File: src/rtl/rfi_cnt_pkg.sv
package rfi_cnt_pkg;

    localparam int DEF_NUM_ANT = 8;
    localparam int DEF_CNT_W   = 16;

    // Action applied to one counter in a cycle
    typedef enum logic [1:0] {
        ACT_HOLD = 2'd0,
        ACT_INC  = 2'd1,
        ACT_CLR  = 2'd2
    } cnt_act_e;

    // Clearing beats counting when both are requested
    function automatic cnt_act_e pick_action(input logic clr, input logic inc);
        if (clr)
            return ACT_CLR;
        else if (inc)
            return ACT_INC;
        else
            return ACT_HOLD;
    endfunction

    function automatic int idx_width(input int n);
        return (n > 1) ? $clog2(n) : 1;
    endfunction

endpackage

File: src/rtl/rfi_sat_counter.sv
module rfi_sat_counter
    import rfi_cnt_pkg::*;
#(
    parameter int CNT_W = DEF_CNT_W
) (
    input  logic             clk,
    input  logic             rst,
    input  cnt_act_e         act,
    output logic [CNT_W-1:0] count
);
    localparam logic [CNT_W-1:0] CNT_MAX = '1;
    localparam logic [CNT_W-1:0] CNT_ONE = CNT_W'(1);

    always_ff @(posedge clk) begin
        if (rst) begin
            count <= '0;
        end else begin
            unique case (act)
                ACT_CLR: count <= '0;
                ACT_INC: begin
                    if (count != CNT_MAX)
                        count <= count + CNT_ONE;
                end
                default: ;
            endcase
        end
    end
endmodule

File: src/rtl/rfi_max_tree.sv
module rfi_max_tree #(
    parameter int NUM_IN = 8,
    parameter int W      = 16
) (
    input  logic [W-1:0] vals [NUM_IN],
    output logic [W-1:0] max_val
);
    localparam int LEVELS = (NUM_IN > 1) ? $clog2(NUM_IN) : 0;
    localparam int PAD    = 1 << LEVELS;

    for (genvar lv = 0; lv <= LEVELS; lv++) begin : g_lvl
        localparam int N = PAD >> lv;
        logic [W-1:0] node [N];
        if (lv == 0) begin : g_leaf
            for (genvar k = 0; k < N; k++) begin : g_k
                if (k < NUM_IN) begin : g_real
                    assign node[k] = vals[k];
                end else begin : g_pad
                    assign node[k] = '0;
                end
            end
        end else begin : g_cmp
            for (genvar k = 0; k < N; k++) begin : g_k
                assign node[k] = (g_lvl[lv-1].node[2*k] > g_lvl[lv-1].node[2*k+1])
                               ? g_lvl[lv-1].node[2*k] : g_lvl[lv-1].node[2*k+1];
            end
        end
    end

    assign max_val = g_lvl[LEVELS].node[0];
endmodule

File: src/rtl/rfi_read_port.sv
module rfi_read_port #(
    parameter int NUM_ANT = 8,
    parameter int CNT_W   = 16,
    parameter int IDX_W   = 3
) (
    input  logic             clk,
    input  logic             rst,
    input  logic [CNT_W-1:0] counts [NUM_ANT],
    input  logic [CNT_W-1:0] tree_max,
    input  logic             rd_en,
    input  logic [IDX_W-1:0] rd_idx,
    input  logic             max_rd_en,
    output logic             rd_valid,
    output logic [CNT_W-1:0] rd_data,
    output logic             max_rd_valid,
    output logic [CNT_W-1:0] max_rd_data
);
    logic [CNT_W-1:0] sel_val;

    if (NUM_ANT == (1 << IDX_W)) begin : g_full
        assign sel_val = counts[rd_idx];
    end else begin : g_part
        always_comb begin
            sel_val = '0;
            for (int k = 0; k < NUM_ANT; k++) begin
                if (rd_idx == IDX_W'(k))
                    sel_val = counts[k];
            end
        end
    end

    always_ff @(posedge clk) begin
        if (rst) begin
            rd_valid     <= 1'b0;
            rd_data      <= '0;
            max_rd_valid <= 1'b0;
            max_rd_data  <= '0;
        end else begin
            rd_valid     <= rd_en;
            max_rd_valid <= max_rd_en;
            if (rd_en)
                rd_data <= sel_val;
            if (max_rd_en)
                max_rd_data <= tree_max;
        end
    end
endmodule

File: src/rtl/rfi_frame_counter_bank.sv
module rfi_frame_counter_bank
    import rfi_cnt_pkg::*;
#(
    parameter int NUM_ANT = DEF_NUM_ANT,
    parameter int CNT_W   = DEF_CNT_W,
    localparam int IDX_W  = idx_width(NUM_ANT)
) (
    input  logic               clk,
    input  logic               rst,
    input  logic               frame_valid,
    input  logic [NUM_ANT-1:0] rfi_flags,
    input  logic               rd_en,
    input  logic [IDX_W-1:0]   rd_idx,
    input  logic               clear_all,
    input  logic               max_rd_en,
    output logic               rd_valid,
    output logic [CNT_W-1:0]   rd_data,
    output logic               max_rd_valid,
    output logic [CNT_W-1:0]   max_rd_data,
    output logic [CNT_W-1:0]   max_level
);
    logic [CNT_W-1:0] counts [NUM_ANT];
    logic [CNT_W-1:0] tree_max;
    logic             bank_clr;

    assign bank_clr = clear_all | max_rd_en;

    for (genvar k = 0; k < NUM_ANT; k++) begin : g_ant
        logic     hit;
        cnt_act_e act;
        assign hit = rd_en && (rd_idx == IDX_W'(k));
        assign act = pick_action(bank_clr | hit, frame_valid & rfi_flags[k]);

        rfi_sat_counter #(.CNT_W(CNT_W)) u_cnt (
            .clk   (clk),
            .rst   (rst),
            .act   (act),
            .count (counts[k])
        );
    end

    rfi_max_tree #(.NUM_IN(NUM_ANT), .W(CNT_W)) u_tree (
        .vals    (counts),
        .max_val (tree_max)
    );

    always_ff @(posedge clk) begin
        if (rst)
            max_level <= '0;
        else
            max_level <= tree_max;
    end

    rfi_read_port #(.NUM_ANT(NUM_ANT), .CNT_W(CNT_W), .IDX_W(IDX_W)) u_rd (
        .clk          (clk),
        .rst          (rst),
        .counts       (counts),
        .tree_max     (tree_max),
        .rd_en        (rd_en),
        .rd_idx       (rd_idx),
        .max_rd_en    (max_rd_en),
        .rd_valid     (rd_valid),
        .rd_data      (rd_data),
        .max_rd_valid (max_rd_valid),
        .max_rd_data  (max_rd_data)
    );
endmodule

File: config.mk
export PLATFORM = sky130hd
export DESIGN_NAME = rfi_frame_counter_bank
export DESIGN_NICKNAME = d
export VERILOG_FILES = /design/src/rtl/rfi_cnt_pkg.sv /design/src/rtl/rfi_sat_counter.sv /design/src/rtl/rfi_max_tree.sv /design/src/rtl/rfi_read_port.sv /design/src/rtl/rfi_frame_counter_bank.sv
export SDC_FILE = /design/constraint.sdc
export NUM_CORES = 1
export LEC_CHECK = 0
export BUFFER_PORTS_ARGS = -buffer_cell sky130_fd_sc_hd__buf_2
export CAP_MARGIN = 20
export CORE_MARGIN = 2
export CORE_UTILIZATION = 60
export DETAILED_ROUTE_END_ITERATION = 10
export GPL_TIMING_DRIVEN = 0
export PLACE_DENSITY = 0.78
export SYNTH_ARGS = -nofsm -noshare
export SYNTH_HDL_FRONTEND = slang
export SYNTH_SLANG_ARGS = --single-unit
File: constraint.sdc
create_clock -name clk -period 8.23 [get_ports clk]
set_input_delay 0.4115 -clock clk [delete_from_list [all_inputs] [get_ports clk]]
set_output_delay 0.4115 -clock clk [all_outputs]
set_load 0.01 [all_outputs]
==> metrics.yaml, run 1 <==
outcome:
  status: "finished clean"
power:
  finalPower_w: 0.00196
  ir_worst_vdd_mv: 0.132
  total_leakage_power_nw: 5.82
  p_per_area_nw_per_um2: 140
clock_network:
  clockBufferDepth: 2
  cts_max_level: 4
  clk_latency_ns: 0.44
  cts_hold_buf: 0
  numCtsBuffers: 17
  tritoncts: "done"
  cts_sinks: 178
  cts_post_setup_buffers_inserted: 0
  cts.clk_slew.worst_paths_ns: 0.07
  cts_root_buf: "clkbuf_16"
route:
  vias: 11900
  firstDrtPassIters: 5
  drt-vias-per-instance: 6.39
  dr.first_iter.drc_count: 1318
  ant_nets: 0
  routed_wl_um: 39500
  wl_per_cell_um: 21.2
  route.detailed.drc: 0
die:
  core_area_um2: 21000
  die_area_um2: 22500
  start_util_pct: 60.9
  die_y_um: 150
  die_w_um: 150
  ios: 67
  rows: 53
timing:
  setup_tns_ns: 0
  fmax_ghz: 0.128
  final-setup-viol-count: 0
  finalMaxSlewViolations: 0
  tightest_slew_ns: 1.04
  finalHoldViolCount: 0
  rsz0062_at_grt: "false"
  clock_skew_ns: 0.0124
  slew_headroom_pct: 29.8
  fin_crit_sh_pct: 95.2
  fin_crit_ns: 7.84
final_layout:
  final_net_count: 1710
  antenna_cells: 0
  fillers: 1765
  utilization_pct: 67.1
  area_growth_pct: 10.1
  layout-drive-gt1-share_pct: 11.7
  fin_cells: 1862
global_route:
  grt_use_total_pct: 35.3
  grt_max_degree: 17
  overflow: 0
  grt_pass1_vias: 11000
  grt_antenna_before_repair: 1
  grt_pass1_wl_um: 60600
synthesis:
  synthTopCellsByArea: "dfxtp_1, ha_1, mux2i_1"
  yosysTopAreaCell: "dfxtp_1"
  synth-seq-area-share_pct: 27.9
  syn_nets: 1629
  synth.distinct_cells: 70
  synth_area_um2: 12800
  synth_top_area_share_pct: 27.9
  syn_area_per_cell_um2: 8.55
  netlist_top_cells_count: "dfxtp_1, nor2_1, ha_1, inv_1, nand2_1"
  ys_warn_count: 0
  synth_ff_type: "dfxtp_1"
  synth_edf_count: 0
  async_flop_share_pct: 0
  syn_inst: 1493
  ys_ff_latch: 178
setup_path:
  crit_fanout: 10
  crit_slowest_cell: "or4_1"
  cp_slowest_stage_delay_ns: 0.52
  worst_path_most_repeated_cell: "a21o_1"
  critPathBufInv: 7
  r2r_cells: 32
  cp_data_required_time_ns: 8.59
  worst_setup_path_start_kind: "flop"
  critPathCaptureType: "flop"
  cp_top_family: "compound AO/OA/AOI/OAI gates"
  worst-endpoint-arrival_ns: 8.19
  worstSetupPathType: "flop to flop"
  crit_cells: 32
job:
  max_cap_viol_count: 0
placement:
  io_buffers: 62
  detailed_place_hpwl_um: 31100
  finalWeightedCongestion: 0.990
  post-place-cells: 1830
worst_hold_path:
  hold_class: "input port to flop"
  whs_path_depth: 3
kinds of logic (layout without fill, tap and decap cells):
kind of cell	after synthesis	after routing	synth area share (%)
AO/OA/AOI/OAI	266	266	14.7
XOR/XNOR	107	107	7.34
adder cells (fa/ha/maj)	119	119	11.7
buffers and inverters	163	257	5.16
flip-flops	178	178	27.9
multiplexers	118	118	12.5
AND/OR/NAND/NOR	542	542	20.8
layout make-up:
type	instances	area, um2	share of cell area (%)
multi-input combinational	1152	8580	61.1
tap	275	344	2.45
inverter	100	375	2.67
sequential	178	3560	25.4
buffer	63	292	2.07
timing repair buffer	62	310	2.21
clock inverter	13	146	1.04
clock buffer	19	443	3.15
what timing repair did:
action                                  in CTS  in global routing
endpoints found under the hold margin        0                  0
gates resized for setup                      0                 17
endpoints found under the setup margin       0                 27
worst reg2reg max path: cells and delay by family, from the launching register on:
kind | cells | cell delay (ns)
buf+inv | 7 | 1.64
fa+ha+maj | 3 | 0.99
mux | 1 | 0.50
flops | 1 | 0.47
compound gates | 14 | 2.94
simple gates | 7 | 1.25
sequential cells by signal, summed over array words and instances, names as in the netlist:
register           count
u_rd.max_rd_valid      1
u_rd.rd_valid          1
u_rd.rd_data          16
u_rd.max_rd_data      16
g_ant.u_cnt.count    128
max_level             16
cells in the final DEF (no fill, tap or decap), types with 54 or more instances in the layout:
| cell | instances |
|---|---|
| nor2_1 | 178 |
| o21ai_0 | 57 |
| inv_1 | 100 |
| xnor2_1 | 73 |
| mux2i_1 | 78 |
| ha_1 | 119 |
| dfxtp_1 | 177 |
| nor3_1 | 57 |
| nand4_1 | 54 |
| buf_2 | 70 |
| nand2_1 | 99 |
final timing paths:
path	start	to	slack (ns)
worst max-delay path	g_ant[5].u_cnt.count[9]$_SDFFE_PP0P_	u_rd.max_rd_data[3]$_SDFFE_PP0P_	0.39
worst min register to register	u_rd.rd_data[8]$_SDFFE_PP0P_	u_rd.rd_data[8]$_SDFFE_PP0P_	0.49
worst max register to register	g_ant[5].u_cnt.count[9]$_SDFFE_PP0P_	u_rd.max_rd_data[3]$_SDFFE_PP0P_	0.39
worst min-delay path	rfi_flags[6]	g_ant[6].u_cnt.count[1]$_SDFFE_PP0P_	0.27
routing by layer:
metal  vias up  share of wire [%]  track usage [%]
met1      5602                 42             49.6
met2       626                 43             54.0
met3       100                 11             6.59
met4         2                4.0             13.1
met5         -              0.028                0
li1       5576                  -                -
report_power, final:
group / switching [W] / internal [W] / total [W]
combinational: 0.000158 / 0.0000804 / 0.000238
sequential: 0.00000915 / 0.000874 / 0.000883
clock: 0.000379 / 0.000462 / 0.000840
total: 0.000546 / 0.00142 / 0.00196
through the flow:
step	hold slack [ns]	worst slack, ns	area, um2
3_3_place_gp	0.479	0.292	13400
3_5_place_dp	0.482	0.229	13400
6_report	0.270	0.394	14100
4_1_cts	0.262	0.178	14000
2_1_floorplan	0.481	1.65	12800
5_1_grt	0.296	0.0284	14100
No activity file was read; power rests on OpenSTA's default activity.
==> inputs of run 2 (changes only) <==
CTS_CLUSTER_DIAMETER = 200   (was not set)
clock period = 7.8 ns   (was 8.23 ns; I/O delays follow)
==> run 2 against run 1 <==
- routed wire length up 0.48%
- global-route usage about the same
- sequential power grew 5.5%
- first-iteration DRC count is 4.2% lower
- clock skew increased by 0.00056 ns
- fmax increased by 4.2%
- die area stayed put
- critical path depth increased by 1
- clock power increased by 6.2%
- hold slack lost 0.029 ns
- clock-buffer cell count is the same
- sequential share of layout area shrank 0.22 points
- largest power group unchanged
- critical endpoint unchanged
==> metrics.yaml, run 2 (synthesis gave the netlist of run 1 again) <==
outcome:
  status: "finished clean"  # unchanged
placement:
  io_buffers: 62  # unchanged
  dp_slack_ns: -0.201  # was 0.229 ns
  finalWeightedCongestion: 0.990  # unchanged
  detailed_place_hpwl_um: 31100  # unchanged
timing:
  finalMaxSlewViolations: 0  # unchanged
  fin_crit_ns: 7.52  # was 7.84 ns
  finalHoldViolCount: 0  # unchanged
  final.setup.worst_slack_ns: 0.283  # was 0.394 ns
  final-setup-viol-count: 0  # unchanged
  fmax_ghz: 0.133  # was 0.128 GHz
  slew_headroom_pct: 29.4  # was 29.8%
  clock_skew_ns: 0.0129  # was 0.0124 ns
  tightest_slew_ns: 1.05  # was 1.04 ns
  fin_crit_sh_pct: 96.4  # was 95.2%
worst_hold_path:
  hold_class: "input port to flop"  # unchanged
global_route:
  overflow: 0  # unchanged
  grt_pass1_vias: 11000  # about the same
  grt_antenna_before_repair: 0  # was 1
  grt_max_degree: 17  # unchanged
  grt_pass1_wl_um: 60600  # about the same
  grt_use_total_pct: 35.3  # about the same
clock_network:
  cts.clk_slew.worst_paths_ns: 0.07  # about the same
  numCtsBuffers: 17  # unchanged
  cts_max_level: 4  # unchanged
  tritoncts: "done"  # unchanged
  cts_hold_buf: 0  # unchanged
  cts_root_buf: "clkbuf_16"  # unchanged
  clk_latency_ns: 0.44  # about the same
  cts_sinks: 178  # unchanged
  clockBufferDepth: 2  # unchanged
die:
  rows: 53  # unchanged
  die_w_um: 150  # unchanged
  ios: 67  # unchanged
  die_area_um2: 22500  # unchanged
  core_area_um2: 21000  # unchanged
  start_util_pct: 60.9  # unchanged
  die_y_um: 150  # unchanged
route:
  wl_per_cell_um: 21.3  # was 21.2 um
  routed_wl_um: 39700  # was 39500 um
  route.detailed.drc: 0  # unchanged
  vias: 12000  # was 11.9k
  dr.first_iter.drc_count: 1262  # was 1318
  ant_nets: 0  # unchanged
  firstDrtPassIters: 7  # was 5
  drt-vias-per-instance: 6.42  # was 6.39
setup_path:
  cp_data_required_time_ns: 8.16  # was 8.59 ns
  crit_fanout: 10  # unchanged
  worst-endpoint-arrival_ns: 7.88  # was 8.19 ns
  crit_slowest_cell: "mux2i_1"  # was or4_1
  critPathCaptureType: "flop"  # unchanged
  cp_slowest_stage_delay_ns: 0.62  # was 0.52 ns
  worstSetupPathType: "flop to flop"  # unchanged
  worst_setup_path_start_kind: "flop"  # unchanged
final_layout:
  final_common_cell: "nor2_1"  # unchanged
  final_net_count: 1711  # was 1710
  layout_common_cells: "nor2_1, dfxtp_1, ha_1"  # unchanged
  multiInputGateArea_um2: 8690  # was 8580 um2
  layout-drive-gt1-share_pct: 12.7  # was 11.7%
  antenna_cells: 0  # unchanged
  area_growth_pct: 11.1  # was 10.1%
  largest_register: "g_ant.u_cnt.count"  # unchanged
  largest_reg_flops: 128  # unchanged
  seqCellArea_um2: 3570  # was 3560 um2
  fillers: 1746  # was 1765
power:
  p_per_area_nw_per_um2: 147  # was 140 nW/um2
  ir_worst_vdd_mv: 0.143  # was 0.132 mV
  finalPower_w: 0.00208  # was 0.00196 W
  total_leakage_power_nw: 5.83  # was 5.82 nW
job:
  max_cap_viol_count: 0  # unchanged
==> run 2: layout make-up <==
cell class | count | share of cell area [%]
multi-input cells | 1152 | 61.2
flip-flops and latches | 178 | 25.1
well taps | 275 | 2.43
inverters | 100 | 2.65
plain buffers | 63 | 2.16
clock inverters | 13 | 1.03
repair buffers | 63 | 2.24
clock buffers | 19 | 3.12
==> run 2: repair_timing <==
item | 4_1_cts | 5_1_grt
setup buffers | 0 | 1
resized for setup | 5 | 39
setup endpoints to repair | 15 | 32
endpoints found under the hold margin | 0 | 0
pin swaps | 1 | 1
==> run 2: routing by layer <==
layer | part of all wire, % | vias up | global-route usage, % | routed length [um]
met1 | 42 | 5641 | 49.5 | 16600
met3 | 11 | 110 | 6.89 | 4410
met5 | 0 | - | 0 | 0
met2 | 42 | 625 | 53.3 | 16800
li1 | - | 5587 | - | -
met4 | 4.8 | 0 | 14.3 | 1910
==> run 2: power by group <==
| part | switching (W) | leakage (nW) | internal [W] |
|---|---|---|---|
| registers | 0.00000984 | 1.44 | 0.000922 |
| clock network | 0.000405 | 0.286 | 0.000487 |
| logic | 0.000168 | 4.10 | 0.0000879 |
==> run 2: final timing paths <==
check / from / end / slack [ns] / cells after the start
worst max-delay path: g_ant[1].u_cnt.count[11]$_SDFFE_PP0P_ / u_rd.max_rd_data[3]$_SDFFE_PP0P_ / 0.28 / 33
worst min-delay path: rfi_flags[6] / g_ant[6].u_cnt.count[1]$_SDFFE_PP0P_ / 0.24 / 3
worst min register to register: u_rd.rd_data[8]$_SDFFE_PP0P_ / u_rd.rd_data[8]$_SDFFE_PP0P_ / 0.49 / 2
worst max register to register: g_ant[1].u_cnt.count[11]$_SDFFE_PP0P_ / u_rd.max_rd_data[3]$_SDFFE_PP0P_ / 0.28 / 33
==> run 2: critical path, delay by kind of cell (launching register included) <==
kind            cells  cell delay (ns)
buf+inv             6             1.11
fa+ha+maj           3             0.98
mux                 2             0.90
simple gates        6             1.11
compound gates     16             2.91
flops               1             0.41
==> run 2: metrics by stage <==
stage	std cells	hold slack, ns	TNS (ns)	area [um2]	util [%]
after detailed placement	1830	0.482	-1.95	13400	64.1
after CTS	1862	0.240	0	14000	67.0
after floorplan	1493	0.481	0	12800	-
after global routing	1863	0.275	-0.0973	14200	67.7
final	1863	0.241	0	14200	67.7
after global placement	1830	0.479	-1.21	13400	64.1
